[config.mk]
export PLATFORM = sky130hd
export DESIGN_NAME = fe_frame_rx
export DESIGN_NICKNAME = d
export VERILOG_FILES = /design/src/rtl/fe_rx_pkg.sv /design/src/rtl/fe_sync.sv /design/src/rtl/fe_line_events.sv /design/src/rtl/fe_odd_parity.sv /design/src/rtl/fe_frame_rx.sv
export SDC_FILE = /design/constraint.sdc
export NUM_CORES = 1
export LEC_CHECK = 0
export BUFFER_PORTS_ARGS = -buffer_cell sky130_fd_sc_hd__buf_2
export CORE_ASPECT_RATIO = 1.5
export CORE_MARGIN = 2
export CORE_UTILIZATION = 30
export DETAILED_ROUTE_END_ITERATION = 8
export MAX_ROUTING_LAYER = met4
export PLACE_DENSITY_LB_ADDON = 0.3
export SYNTH_ARGS = -nofsm -noshare
export SYNTH_HDL_FRONTEND = slang
export SYNTH_HIERARCHICAL = 1
export SYNTH_SLANG_ARGS = --single-unit
[constraint.sdc]
create_clock -name clk -period 2.7 [get_ports clk]
set_input_delay 0.27 -clock clk [delete_from_list [all_inputs] [get_ports clk]]
set_output_delay 0.27 -clock clk [all_outputs]
set_load 0.1 [all_outputs]
[src/rtl/fe_rx_pkg.sv]
package fe_rx_pkg;

    localparam int FE_ADDR_W      = 4;
    localparam int FE_BYTE_W      = 8;
    localparam int FE_IDX_W       = 4;
    localparam int FE_SYNC_STAGES = 2;

    typedef enum logic [1:0] {
        ST_IDLE = 2'd0,
        ST_CMD  = 2'd1,
        ST_DATA = 2'd2
    } rx_state_e;

endpackage

[src/rtl/fe_sync.sv]
module fe_sync #(
    parameter int W      = 2,
    parameter int STAGES = 2
) (
    input  logic         clk,
    input  logic         rst_n,
    input  logic [W-1:0] async_i,
    output logic [W-1:0] sync_o
);

    logic [W-1:0] chain_q [STAGES];

    generate
        for (genvar s = 0; s < STAGES; s++) begin : g_stage
            if (s == 0) begin : g_first
                always_ff @(posedge clk or negedge rst_n) begin
                    if (!rst_n) chain_q[s] <= '0;
                    else        chain_q[s] <= async_i;
                end
            end else begin : g_rest
                always_ff @(posedge clk or negedge rst_n) begin
                    if (!rst_n) chain_q[s] <= '0;
                    else        chain_q[s] <= chain_q[s-1];
                end
            end
        end
    endgenerate

    assign sync_o = chain_q[STAGES-1];

endmodule

[src/rtl/fe_line_events.sv]
module fe_line_events (
    input  logic clk,
    input  logic rst_n,
    input  logic sclk_i,
    input  logic sdat_i,
    output logic sclk_fall_o,
    output logic seq_start_o
);

    typedef struct packed {
        logic sclk;
        logic sdat;
        logic armed;
    } ev_regs_t;

    ev_regs_t ev_d, ev_q;
    logic     dat_rise, dat_fall;

    always_comb begin
        ev_d      = ev_q;
        ev_d.sclk = sclk_i;
        ev_d.sdat = sdat_i;
        dat_rise  = sdat_i & ~ev_q.sdat;
        dat_fall  = ~sdat_i & ev_q.sdat;
        if (sclk_i)
            ev_d.armed = 1'b0;
        else if (dat_rise)
            ev_d.armed = 1'b1;
        else if (dat_fall)
            ev_d.armed = 1'b0;
    end

    always_ff @(posedge clk or negedge rst_n) begin
        if (!rst_n) ev_q <= '0;
        else        ev_q <= ev_d;
    end

    assign sclk_fall_o = ev_q.sclk & ~sclk_i;
    assign seq_start_o = ev_q.armed & dat_fall & ~sclk_i;

endmodule

[src/rtl/fe_odd_parity.sv]
module fe_odd_parity #(
    parameter int W = 9
) (
    input  logic [W-1:0] word_i,
    output logic         odd_o
);

    logic [W:0] acc;

    assign acc[0] = 1'b0;
    generate
        for (genvar i = 0; i < W; i++) begin : g_fold
            assign acc[i+1] = acc[i] ^ word_i[i];
        end
    endgenerate

    assign odd_o = acc[W];

endmodule

[src/rtl/fe_frame_rx.sv]
module fe_frame_rx
    import fe_rx_pkg::*;
#(
    parameter int ADDR_W      = FE_ADDR_W,
    parameter int BYTE_W      = FE_BYTE_W,
    parameter int IDX_W       = FE_IDX_W,
    parameter int SYNC_STAGES = FE_SYNC_STAGES
) (
    input  logic              clk,
    input  logic              rst_n,
    input  logic              bus_clk_i,
    input  logic              bus_dat_i,
    input  logic [ADDR_W-1:0] slave_id_i,
    output logic              cmd_valid_o,
    output logic              cmd_err_o,
    output logic [ADDR_W-1:0] cmd_addr_o,
    output logic [BYTE_W-1:0] cmd_byte_o,
    output logic              pay_valid_o,
    output logic [BYTE_W-1:0] pay_byte_o,
    output logic [IDX_W-1:0]  pay_index_o,
    output logic              pay_perr_o,
    output logic              pay_nrf_o
);

    localparam int CMD_BITS   = ADDR_W + BYTE_W + 1;
    localparam int FRAME_BITS = BYTE_W + 1;
    localparam int CNT_W      = $clog2(CMD_BITS);
    localparam logic [CNT_W-1:0] CMD_LAST   = CNT_W'(CMD_BITS - 1);
    localparam logic [CNT_W-1:0] FRAME_LAST = CNT_W'(FRAME_BITS - 1);
    localparam logic [IDX_W-1:0] IDX_MAX    = {IDX_W{1'b1}};

    typedef struct packed {
        rx_state_e          st;
        logic [CMD_BITS-2:0] sh;
        logic [CNT_W-1:0]   cnt;
        logic [IDX_W-1:0]   idx;
        logic               cmd_v;
        logic               cmd_e;
        logic [ADDR_W-1:0]  addr;
        logic [BYTE_W-1:0]  cmd;
        logic               pay_v;
        logic [BYTE_W-1:0]  pay;
        logic [IDX_W-1:0]   pay_idx;
        logic               perr;
        logic               nrf;
    } rx_regs_t;

    rx_regs_t r_d, r_q;

    logic [1:0]            sync_lines;
    logic                  sclk_s, sdat_s;
    logic                  sclk_fall, seq_start;
    logic [CMD_BITS-1:0]   cmd_word;
    logic [FRAME_BITS-1:0] pay_word;
    logic                  cmd_odd, pay_odd, pay_zero;

    fe_sync #(
        .W      (2),
        .STAGES (SYNC_STAGES)
    ) u_sync (
        .clk     (clk),
        .rst_n   (rst_n),
        .async_i ({bus_clk_i, bus_dat_i}),
        .sync_o  (sync_lines)
    );

    assign sclk_s = sync_lines[1];
    assign sdat_s = sync_lines[0];

    fe_line_events u_events (
        .clk         (clk),
        .rst_n       (rst_n),
        .sclk_i      (sclk_s),
        .sdat_i      (sdat_s),
        .sclk_fall_o (sclk_fall),
        .seq_start_o (seq_start)
    );

    assign cmd_word = {r_q.sh, sdat_s};
    assign pay_word = cmd_word[FRAME_BITS-1:0];
    assign pay_zero = (pay_word == '0);

    fe_odd_parity #(.W(CMD_BITS)) u_cmd_par (
        .word_i (cmd_word),
        .odd_o  (cmd_odd)
    );

    fe_odd_parity #(.W(FRAME_BITS)) u_pay_par (
        .word_i (pay_word),
        .odd_o  (pay_odd)
    );

    always_comb begin
        r_d       = r_q;
        r_d.cmd_v = 1'b0;
        r_d.cmd_e = 1'b0;
        r_d.pay_v = 1'b0;

        if (seq_start) begin
            r_d.st  = ST_CMD;
            r_d.cnt = '0;
            r_d.sh  = '0;
        end else if (sclk_fall) begin
            unique case (r_q.st)
                ST_CMD: begin
                    r_d.sh = cmd_word[CMD_BITS-2:0];
                    if (r_q.cnt == CMD_LAST) begin
                        r_d.cnt = '0;
                        if (!cmd_odd) begin
                            r_d.cmd_e = 1'b1;
                            r_d.st    = ST_IDLE;
                        end else if (cmd_word[CMD_BITS-1 -: ADDR_W] == slave_id_i) begin
                            r_d.cmd_v = 1'b1;
                            r_d.addr  = cmd_word[CMD_BITS-1 -: ADDR_W];
                            r_d.cmd   = cmd_word[BYTE_W:1];
                            r_d.idx   = '0;
                            r_d.st    = ST_DATA;
                        end else begin
                            r_d.st = ST_IDLE;
                        end
                    end else begin
                        r_d.cnt = r_q.cnt + 1'b1;
                    end
                end
                ST_DATA: begin
                    r_d.sh = cmd_word[CMD_BITS-2:0];
                    if (r_q.cnt == FRAME_LAST) begin
                        r_d.cnt     = '0;
                        r_d.pay_v   = 1'b1;
                        r_d.pay     = pay_word[BYTE_W:1];
                        r_d.pay_idx = r_q.idx;
                        r_d.nrf     = pay_zero;
                        r_d.perr    = ~pay_odd & ~pay_zero;
                        if (r_q.idx != IDX_MAX)
                            r_d.idx = r_q.idx + 1'b1;
                    end else begin
                        r_d.cnt = r_q.cnt + 1'b1;
                    end
                end
                default: begin
                    r_d.cnt = '0;
                end
            endcase
        end
    end

    always_ff @(posedge clk or negedge rst_n) begin
        if (!rst_n) begin
            r_q    <= '0;
            r_q.st <= ST_IDLE;
        end else begin
            r_q <= r_d;
        end
    end

    assign cmd_valid_o = r_q.cmd_v;
    assign cmd_err_o   = r_q.cmd_e;
    assign cmd_addr_o  = r_q.addr;
    assign cmd_byte_o  = r_q.cmd;
    assign pay_valid_o = r_q.pay_v;
    assign pay_byte_o  = r_q.pay;
    assign pay_index_o = r_q.pay_idx;
    assign pay_perr_o  = r_q.perr & r_q.pay_v;
    assign pay_nrf_o   = r_q.nrf & r_q.pay_v;

endmodule

**Yosys cells after proc, flatten, opt, wreduce, memory -nomap -nowiden**

Index checks and enable logic that the tools add are counted.

- $add $sub $neg: 2
- Eq/ne operators: 11
- Mux-type cells: 26
- Bitwise logic cells: 26
- Reduce and logical (&&, ||, !) cells: 13

Operator list:

| kind | number |
|---|---|
| $mux W51 | 1 |
| $mux W12 | 3 |
| $mux W18 | 2 |
| $mux W15 | 2 |
| $mux W29 | 1 |
| $mux W4 | 4 |
| $pmux W4 S2 | 2 |
| $mux W14 | 1 |
| $xor A1 B1 Y1 | 12 |
| $mux W5 | 2 |
| $ne A2 B2 Y1 const B | 5 |
| $reduce_bool A2 Y1 | 5 |
| $logic_not A9 Y1 | 1 |
| $add A4 B1 Y4 const B | 2 |
| $and A1 B1 Y1 | 8 |
| $eq A4 B4 Y1 const B | 2 |
| $mux W2 | 4 |
| $reduce_and A8 Y1 | 1 |
| $not A1 Y1 | 6 |
| $reduce_and A6 Y1 | 1 |
| $eq A4 B4 Y1 | 1 |
| $mux W1 | 4 |
| $ne A4 B4 Y1 const B | 1 |
| $reduce_and A4 Y1 | 1 |
| other kinds (6) | 6 |

- Bits in registers: 58
- Output and inout port bits: 29

**Longest topological paths before layout**

Gate-level depths: netlist of run 1.

- Word-level depth: 17
- Gate-level depth with buffers: 8

**By module**

The synthesis of run 1 kept the hierarchy.

By module, submodules not included:

| module | times used | cells each | area each (um2) | sequential area each (um2) |
|---|---|---|---|---|
| fe_frame_rx | 1 | 226 | 2507.4 | 1276.2 |
| fe_line_events | 1 | 9 | 126.4 | 75.1 |
| fe_odd_parity at u_cmd_par | 1 | 9 | 120.1 | 0.0 |
| fe_sync | 1 | 6 | 115.1 | 100.1 |
| fe_odd_parity at u_pay_par | 1 | 7 | 82.6 | 0.0 |

**Worst setup path after synthesis of run 1**

OpenSTA, ideal clock, no wires.

- Kind: reg2reg
- Start: register r_q, in the netlist cmd_word[5]
- End: register r_q, in the netlist cmd_byte_o[1]
- Setup time: 0.128 ns
- Data arrival time: 2.003 ns
- Slack: 0.569 ns
- Stages on the path, launching flop included: 8
- Period minus slack after synthesis: 2.131 ns
- Cell sequence: dfrtp_1 > xor2_1 > xnor3_1 > xnor2_1 > nand4_1 > nor2_4 > buf_6 > mux2_1

- Longest elaborated chain between the ends: 9

RTL lines:

| item | line | source |
|---|---|---|
| from (decl) | fe_frame_rx.sv:48 | `rx_regs_t r_d, r_q;` |
| from (signal assigned) | fe_frame_rx.sv:152 | `r_q <= r_d;` |
| $xor A1 B1 Y1 (8 in series) | fe_odd_parity.sv:13 | `assign acc[i+1] = acc[i] ^ word_i[i];` |
| via cmd_odd | fe_frame_rx.sv:55 | `logic cmd_odd, pay_odd, pay_zero;` |
| $reduce_and A6 Y1 (no source line) | -- |  |

The timed path passes the listed nets, and every way through them passes these cells.
A chain may end at the register's enable or synchronous reset.

**Worst setup path after layout of run 1**

- Start: register r_q, in the netlist cmd_word[5]
- End: register r_q, in the netlist cmd_addr_o[2]

Same word-level chain as after synthesis.

==> results of run 1 <==
## stage by stage
stage	cells	hold WS, ns	power (mW)
detailed placement	385	0.335	1.75
global route	401	0.0317	3.02
floorplan	257	-0.0256	1.56
CTS	401	0.0370	2.90
finish	401	0.0545	2.85
global placement	385	0.334	1.73
## cells in the mapped netlist (2+ instances only)
| library cell | n |
|---|---|
| mux2_1 | 18 |
| clkbuf_1 | 3 |
| nor2b_1 | 2 |
| o21ai_2 | 2 |
| nand3b_1 | 3 |
| o21ai_0 | 5 |
| buf_6 | 3 |
| and2_1 | 3 |
| o211ai_2 | 2 |
| nand2_1 | 34 |
| nand4_1 | 3 |
| a22o_1 | 2 |
| a21oi_1 | 14 |
| nand3_1 | 3 |
| nor2_1 | 8 |
| buf_4 | 26 |
| inv_1 | 8 |
| xor2_1 | 5 |
| mux2_2 | 6 |
| ha_1 | 6 |
| xnor3_1 | 4 |
| xnor2_1 | 12 |
| nand2b_1 | 4 |
| dfrtp_1 | 58 |
## layer usage
metal / vias up / share of wire (%) / GRT usage (%)
li1: 889 / - / -
met1: 889 / 42 / 13.3
met2: 29 / 53 / 20.0
met3: 8 / 3.7 / 4.42
met4: 0 / 1.8 / 5.23
met5: - / 0 / -
## registers in the layout (all words and copies together) (netlist names)
| signal | flops |
|---|---|
| cmd_err_o | 1 |
| pay_index_o | 4 |
| r_q | 12 |
| cmd_addr_o | 4 |
| pay_byte_o | 8 |
| cmd_word | 12 |
| pay_valid_o | 1 |
| cmd_byte_o | 8 |
| u_sync/sync_o | 2 |
| u_sync/chain_q | 2 |
| cmd_valid_o | 1 |
| u_events/ev_q | 3 |
## how the worst max path moves through the flow
stage | slack, ns | start | cells past startpoint | end
2_1_floorplan | 0.57 | cmd_word[5] | 7 | cmd_byte_o[1]
3_3_place_gp | 0.38 | cmd_word[5] | 6 | cmd_byte_o[5]
3_5_place_dp | 0.27 | cmd_word[5] | 6 | cmd_addr_o[3]
4_1_cts | 0.25 | cmd_word[5] | 6 | cmd_addr_o[3]
5_1_grt | 0.04 | cmd_word[5] | 6 | cmd_addr_o[3]
6_report | 0.27 | cmd_word[5] | 6 | cmd_addr_o[2]
## cell families after synthesis
kind of cell               after synthesis  share of synthesized area (%)
xor gates and xnor gates                22                           8.65
adders and majority gates                6                           2.54
and+or+nand+nor                         74                           13.9
buffers and inverters                   42                           9.45
DFF                                     58                           49.2
muxes                                   25                           9.50
AOI/OAI and AO/OA                       30                           6.78
## placed cells by master (no fill, tap or decap), drive strengths merged
master,n
a211o,1
a21oi,14
a22o,2
a31o,1
a41oi,1
and2,3
and2b,1
and4b,1
and4bb,1
buf,46
bufinv,1
clkbuf,14
clkinv,1
dfrtp,58
ha,6
inv,9
mux2,24
mux2i,1
nand2,34
nand2b,5
nand3,4
nand3b,3
nand4,4
nor2,9
nor2b,2
nor3,3
nor4,1
o211ai,2
o21ai,8
o22ai,1
or2,1
or2b,1
or3b,1
xnor2,13
xnor3,4
xor2,5
## cell type report
class	instances	area (um2)	share of cell area, %
Clock buffer	14	264	7.75
Clock inverter	2	35.0	1.03
Sequential cell	58	1450	42.6
Multi-Input combinational cell	157	1220	35.9
Tap cell	115	144	4.23
Inverter	9	33.8	0.992
Timing Repair Buffer	46	255	7.50
## critical path: cells and delay by family, from the launching register on
kind	cells	cell delay (ns)
and+or+nand+nor	2	0.55
DFF	1	0.48
muxes	1	0.37
xor gates and xnor gates	3	0.91
## power by group
part | total, mW | internal, mW | switching, mW
clock network | 1.13 | 0.762 | 0.365
logic | 0.692 | 0.376 | 0.316
registers | 1.03 | 0.946 | 0.0846
==> results.cfg, run 1 <==
[outcome]
status = finished, final reports clean

[grt]
grt_max_degree = 59
antenna_found_initial = 0
grt_pass1_vias = 1876
grt_use_total_pct = 12.3
grt_pass1_wl_um = 9650
grt_remaining_overflow = 0

[pwr]
p_per_area_nw_per_um2 = 837
max-vdd-ir-drop_mv = 0.376
power_leakage_nw = 1.73

[synthesis]
synth_area_per_cell_um2 = 11.5
synth-main-ff-cell = dfrtp_1
ys_async_sr_fraction_pct = 100
synth_edf_count = 0
yosys.area.top_type_share_pct = 49.2
yosys_warnings = 6
ys_ff_latch = 58
synth_top_area_cell = dfrtp_1
ys_types = 47
synth_area_leaders = dfrtp_1, mux2_1, buf_4, nand2_1, xnor2_1
syn-cell-area_um2 = 2950
ys_seq_area_share_pct = 49.2
syn_inst = 257
synth_nets = 271

[critical_path]
r2r-start = cmd_word[5]
cp_max_fo = 14
r2r-end = cmd_addr_o[2]
cp.required_ns = 2.90
critPathSlowestCell = dfrtp_1
cp.arrival_ns = 2.63
worstSetupPathType = flop to flop
end_kind = flop
start_kind = flop
worstPathCellList = xor2_1 -> xnor3_1 -> xnor2_1 -> nand4_1 -> nor2_4 -> mux2_1
cpPeakStageDelay_ns = 0.48
r2r_cells = 6
rrSetupSlack_ns = 0.27

[timing]
max-slew-margin-rel_pct = 50.2
worst_slack_ns = 0.267
timing.final.crit_share_pct = 90.1
drv_slew = 0
finalHoldViolations = 0
max_slew.worst_pin.slew_ns = 0.748
fmax_mhz = 411
setup_tns_ns = 0
rsz0062_at_grt = false
period_minus_slack_ns = 2.43
setup_violations = 0
clock_skew_ns = 0.00582

[placement]
io_buffer_count = 36
placed_area_um2 = 3110
dpl.hpwl_um = 3990
globalplace.congestion = 0.783
dp_slack_ns = 0.274

[floorplanning]
dieArea_um2 = 10700
fp.dieH_um = 125
io_pins = 37
row_count = 44
die_width_um = 85.0
start_util_pct = 30.6
design.core.area_um2 = 9630

[job]
drv_cap = 0

[finish]
post-route-util_pct = 35.3
final_net_count = 295
areaGrowthSynthToFinish_pct = 15.3
antenna_cells = 0
nFillCells = 933
final_layout_size_suffix_gt1_share_pct = 28.7
final_area_um2 = 3400

[detailed_routing]
drt.antenna.violating_nets = 0
drt-total-wl_um = 5640
drt_iter0_markers = 79
wl_per_cell_um = 14.1
drt-pass1-iter-count = 4
vias = 1815
post-route-drc-count = 0
viasPerCell = 4.53

[clocking]
clock_sinks = 58
htree_num_levels = 3
cts.repair.resized = 0
cts_tree = done
hold_buffers = 0
cts_root_buf = clkbuf_16
cts_made_buffers = 9
post-cts-setup-buffer-count = 0
cts_buffer_depth = 2
clk_pin_slew_ns = 0.05
clock_latency_ns = 0.32

[min_path]
hp-start = bus_clk_i
holdPathStages = 1
hold_path.class = input port to flop
worstHoldEndpoint = u_sync/chain_q[3]
Note: power is estimated with default switching activity, not from simulation.
==> inputs of run 2 (changes only) <==
- REMOVE_ABC_BUFFERS: not set -> 1
==> results.cfg, run 2 (synthesis gave the netlist of run 1 again) <==
[pwr]
power_leakage_nw = 1.75
max-vdd-ir-drop_mv = 0.374
p_per_area_nw_per_um2 = 872

[clocking]
clock_latency_ns = 0.33
htree_num_levels = 3
hold_buffers = 1
cts_tree = done
cts_buffer_depth = 2
clock_sinks = 58
cts.repair.resized = 0
cts_root_buf = clkbuf_16
post-cts-setup-buffer-count = 0
cts_made_buffers = 9
clk_pin_slew_ns = 0.05

[critical_path]
cp_max_fo = 14
worstSetupPathType = flop to flop
start_kind = flop
cp_num_buf_inv = 0
cpPeakStageDelay_ns = 0.47
crit_family = XOR/XNOR gates
end_kind = flop
cp.required_ns = 2.91
critPathSlowestCell = dfrtp_1
cp.arrival_ns = 2.56
worstPathCellList = xor2_1 -> xnor3_1 -> xnor2_1 -> nand4_1 -> nor2_4 -> mux2_1

[outcome]
status = finished, final reports clean

[grt]
grt_max_degree = 29
grt_use_total_pct = 13.0
grt_pass1_wl_um = 10400
grt_pass1_vias = 2024
antenna_found_initial = 0
grt_remaining_overflow = 0

[floorplanning]
dieArea_um2 = 10700
design.core.area_um2 = 9630
die_width_um = 85.0
io_pins = 37
row_count = 44
start_util_pct = 30.6
fp.dieH_um = 125

[timing]
max-slew-margin-rel_pct = 56.5
rsz0062_at_grt = false
max_slew.worst_pin.slew_ns = 0.652
drv_slew = 0
period_minus_slack_ns = 2.35
clock_skew_ns = 0.00773
setup_tns_ns = 0
setup_violations = 0
timing.final.crit_share_pct = 87.2
finalHoldViolations = 0
fmax_mhz = 425

[detailed_routing]
post-route-drc-count = 0
drt.antenna.violating_nets = 0
wl_per_cell_um = 14.5
drt_iter0_markers = 72
viasPerCell = 4.63
drt-pass1-iter-count = 5
vias = 1872
drt-total-wl_um = 5840

[job]
drv_cap = 0

[finish]
final_common_cell = dfrtp_1
final_net_count = 298
final_layout_size_suffix_gt1_share_pct = 29.4
antenna_cells = 0
post-route-util_pct = 36.0
areaGrowthSynthToFinish_pct = 17.4
final_cell_mix = dfrtp_1, buf_2, nand2_1
nFillCells = 955

[placement]
globalplace.congestion = 0.814
io_buffer_count = 36
dpl.hpwl_um = 4240

[min_path]
hold_path.class = input port to flop
-- run 2: power breakdown --
group	switching (mW)	internal, mW	leakage, nW
Combinational	0.329	0.385	0.810
Clock	0.388	0.899	0.160
Sequential	0.0747	0.945	0.784
-- run 2: area by class of cell --
cell class	instances	area (um2)	area share, %
clock buffers	11	233	6.71
clock inverters	5	103	2.96
inverters	9	33.8	0.975
multi-input cells	157	1220	35.2
flip-flops and latches	58	1450	41.9
well taps	115	144	4.15
repair buffers	49	280	8.09
-- run 2: metal layers --
layer	track usage [%]	up-vias	part of all wire, %
met5	-	-	0
met2	21.0	37	53
met3	4.29	11	4.5
met1	14.3	928	40
li1	-	896	-
met4	5.98	0	2.7
-- run 2: final timing paths --
| path | cells past startpoint | start | slack [ns] | end |
|---|---|---|---|---|
| setup / recovery | 6 | cmd_word[6] | 0.35 | cmd_addr_o[3] |
| hold / removal | 1 | bus_clk_i | 0.05 | u_sync/chain_q[3] |
| setup reg to reg | 6 | cmd_word[6] | 0.35 | cmd_addr_o[3] |
| hold reg to reg | 0 | u_sync/chain_q[2] | 0.34 | u_sync/sync_o[0] |
| max in group asynchronous | 3 | rst_n | 1.52 | r_q[31] |
| min in group asynchronous | 2 | rst_n | 0.50 | pay_byte_o[3] |
-- run 2: through the flow --
stage	total power, mW	hold WS, ns	worst slack, ns	cell area [um2]	instances
2_1_floorplan	1.55	-0.0256	0.571	2710	224
3_3_place_gp	1.74	0.324	0.389	3120	387
4_1_cts	3.06	0.0348	0.326	3470	404
6_report	3.02	0.0470	0.346	3470	404
3_5_place_dp	1.76	0.335	0.339	3120	387
5_1_grt	3.22	0.0399	0.100	3470	404
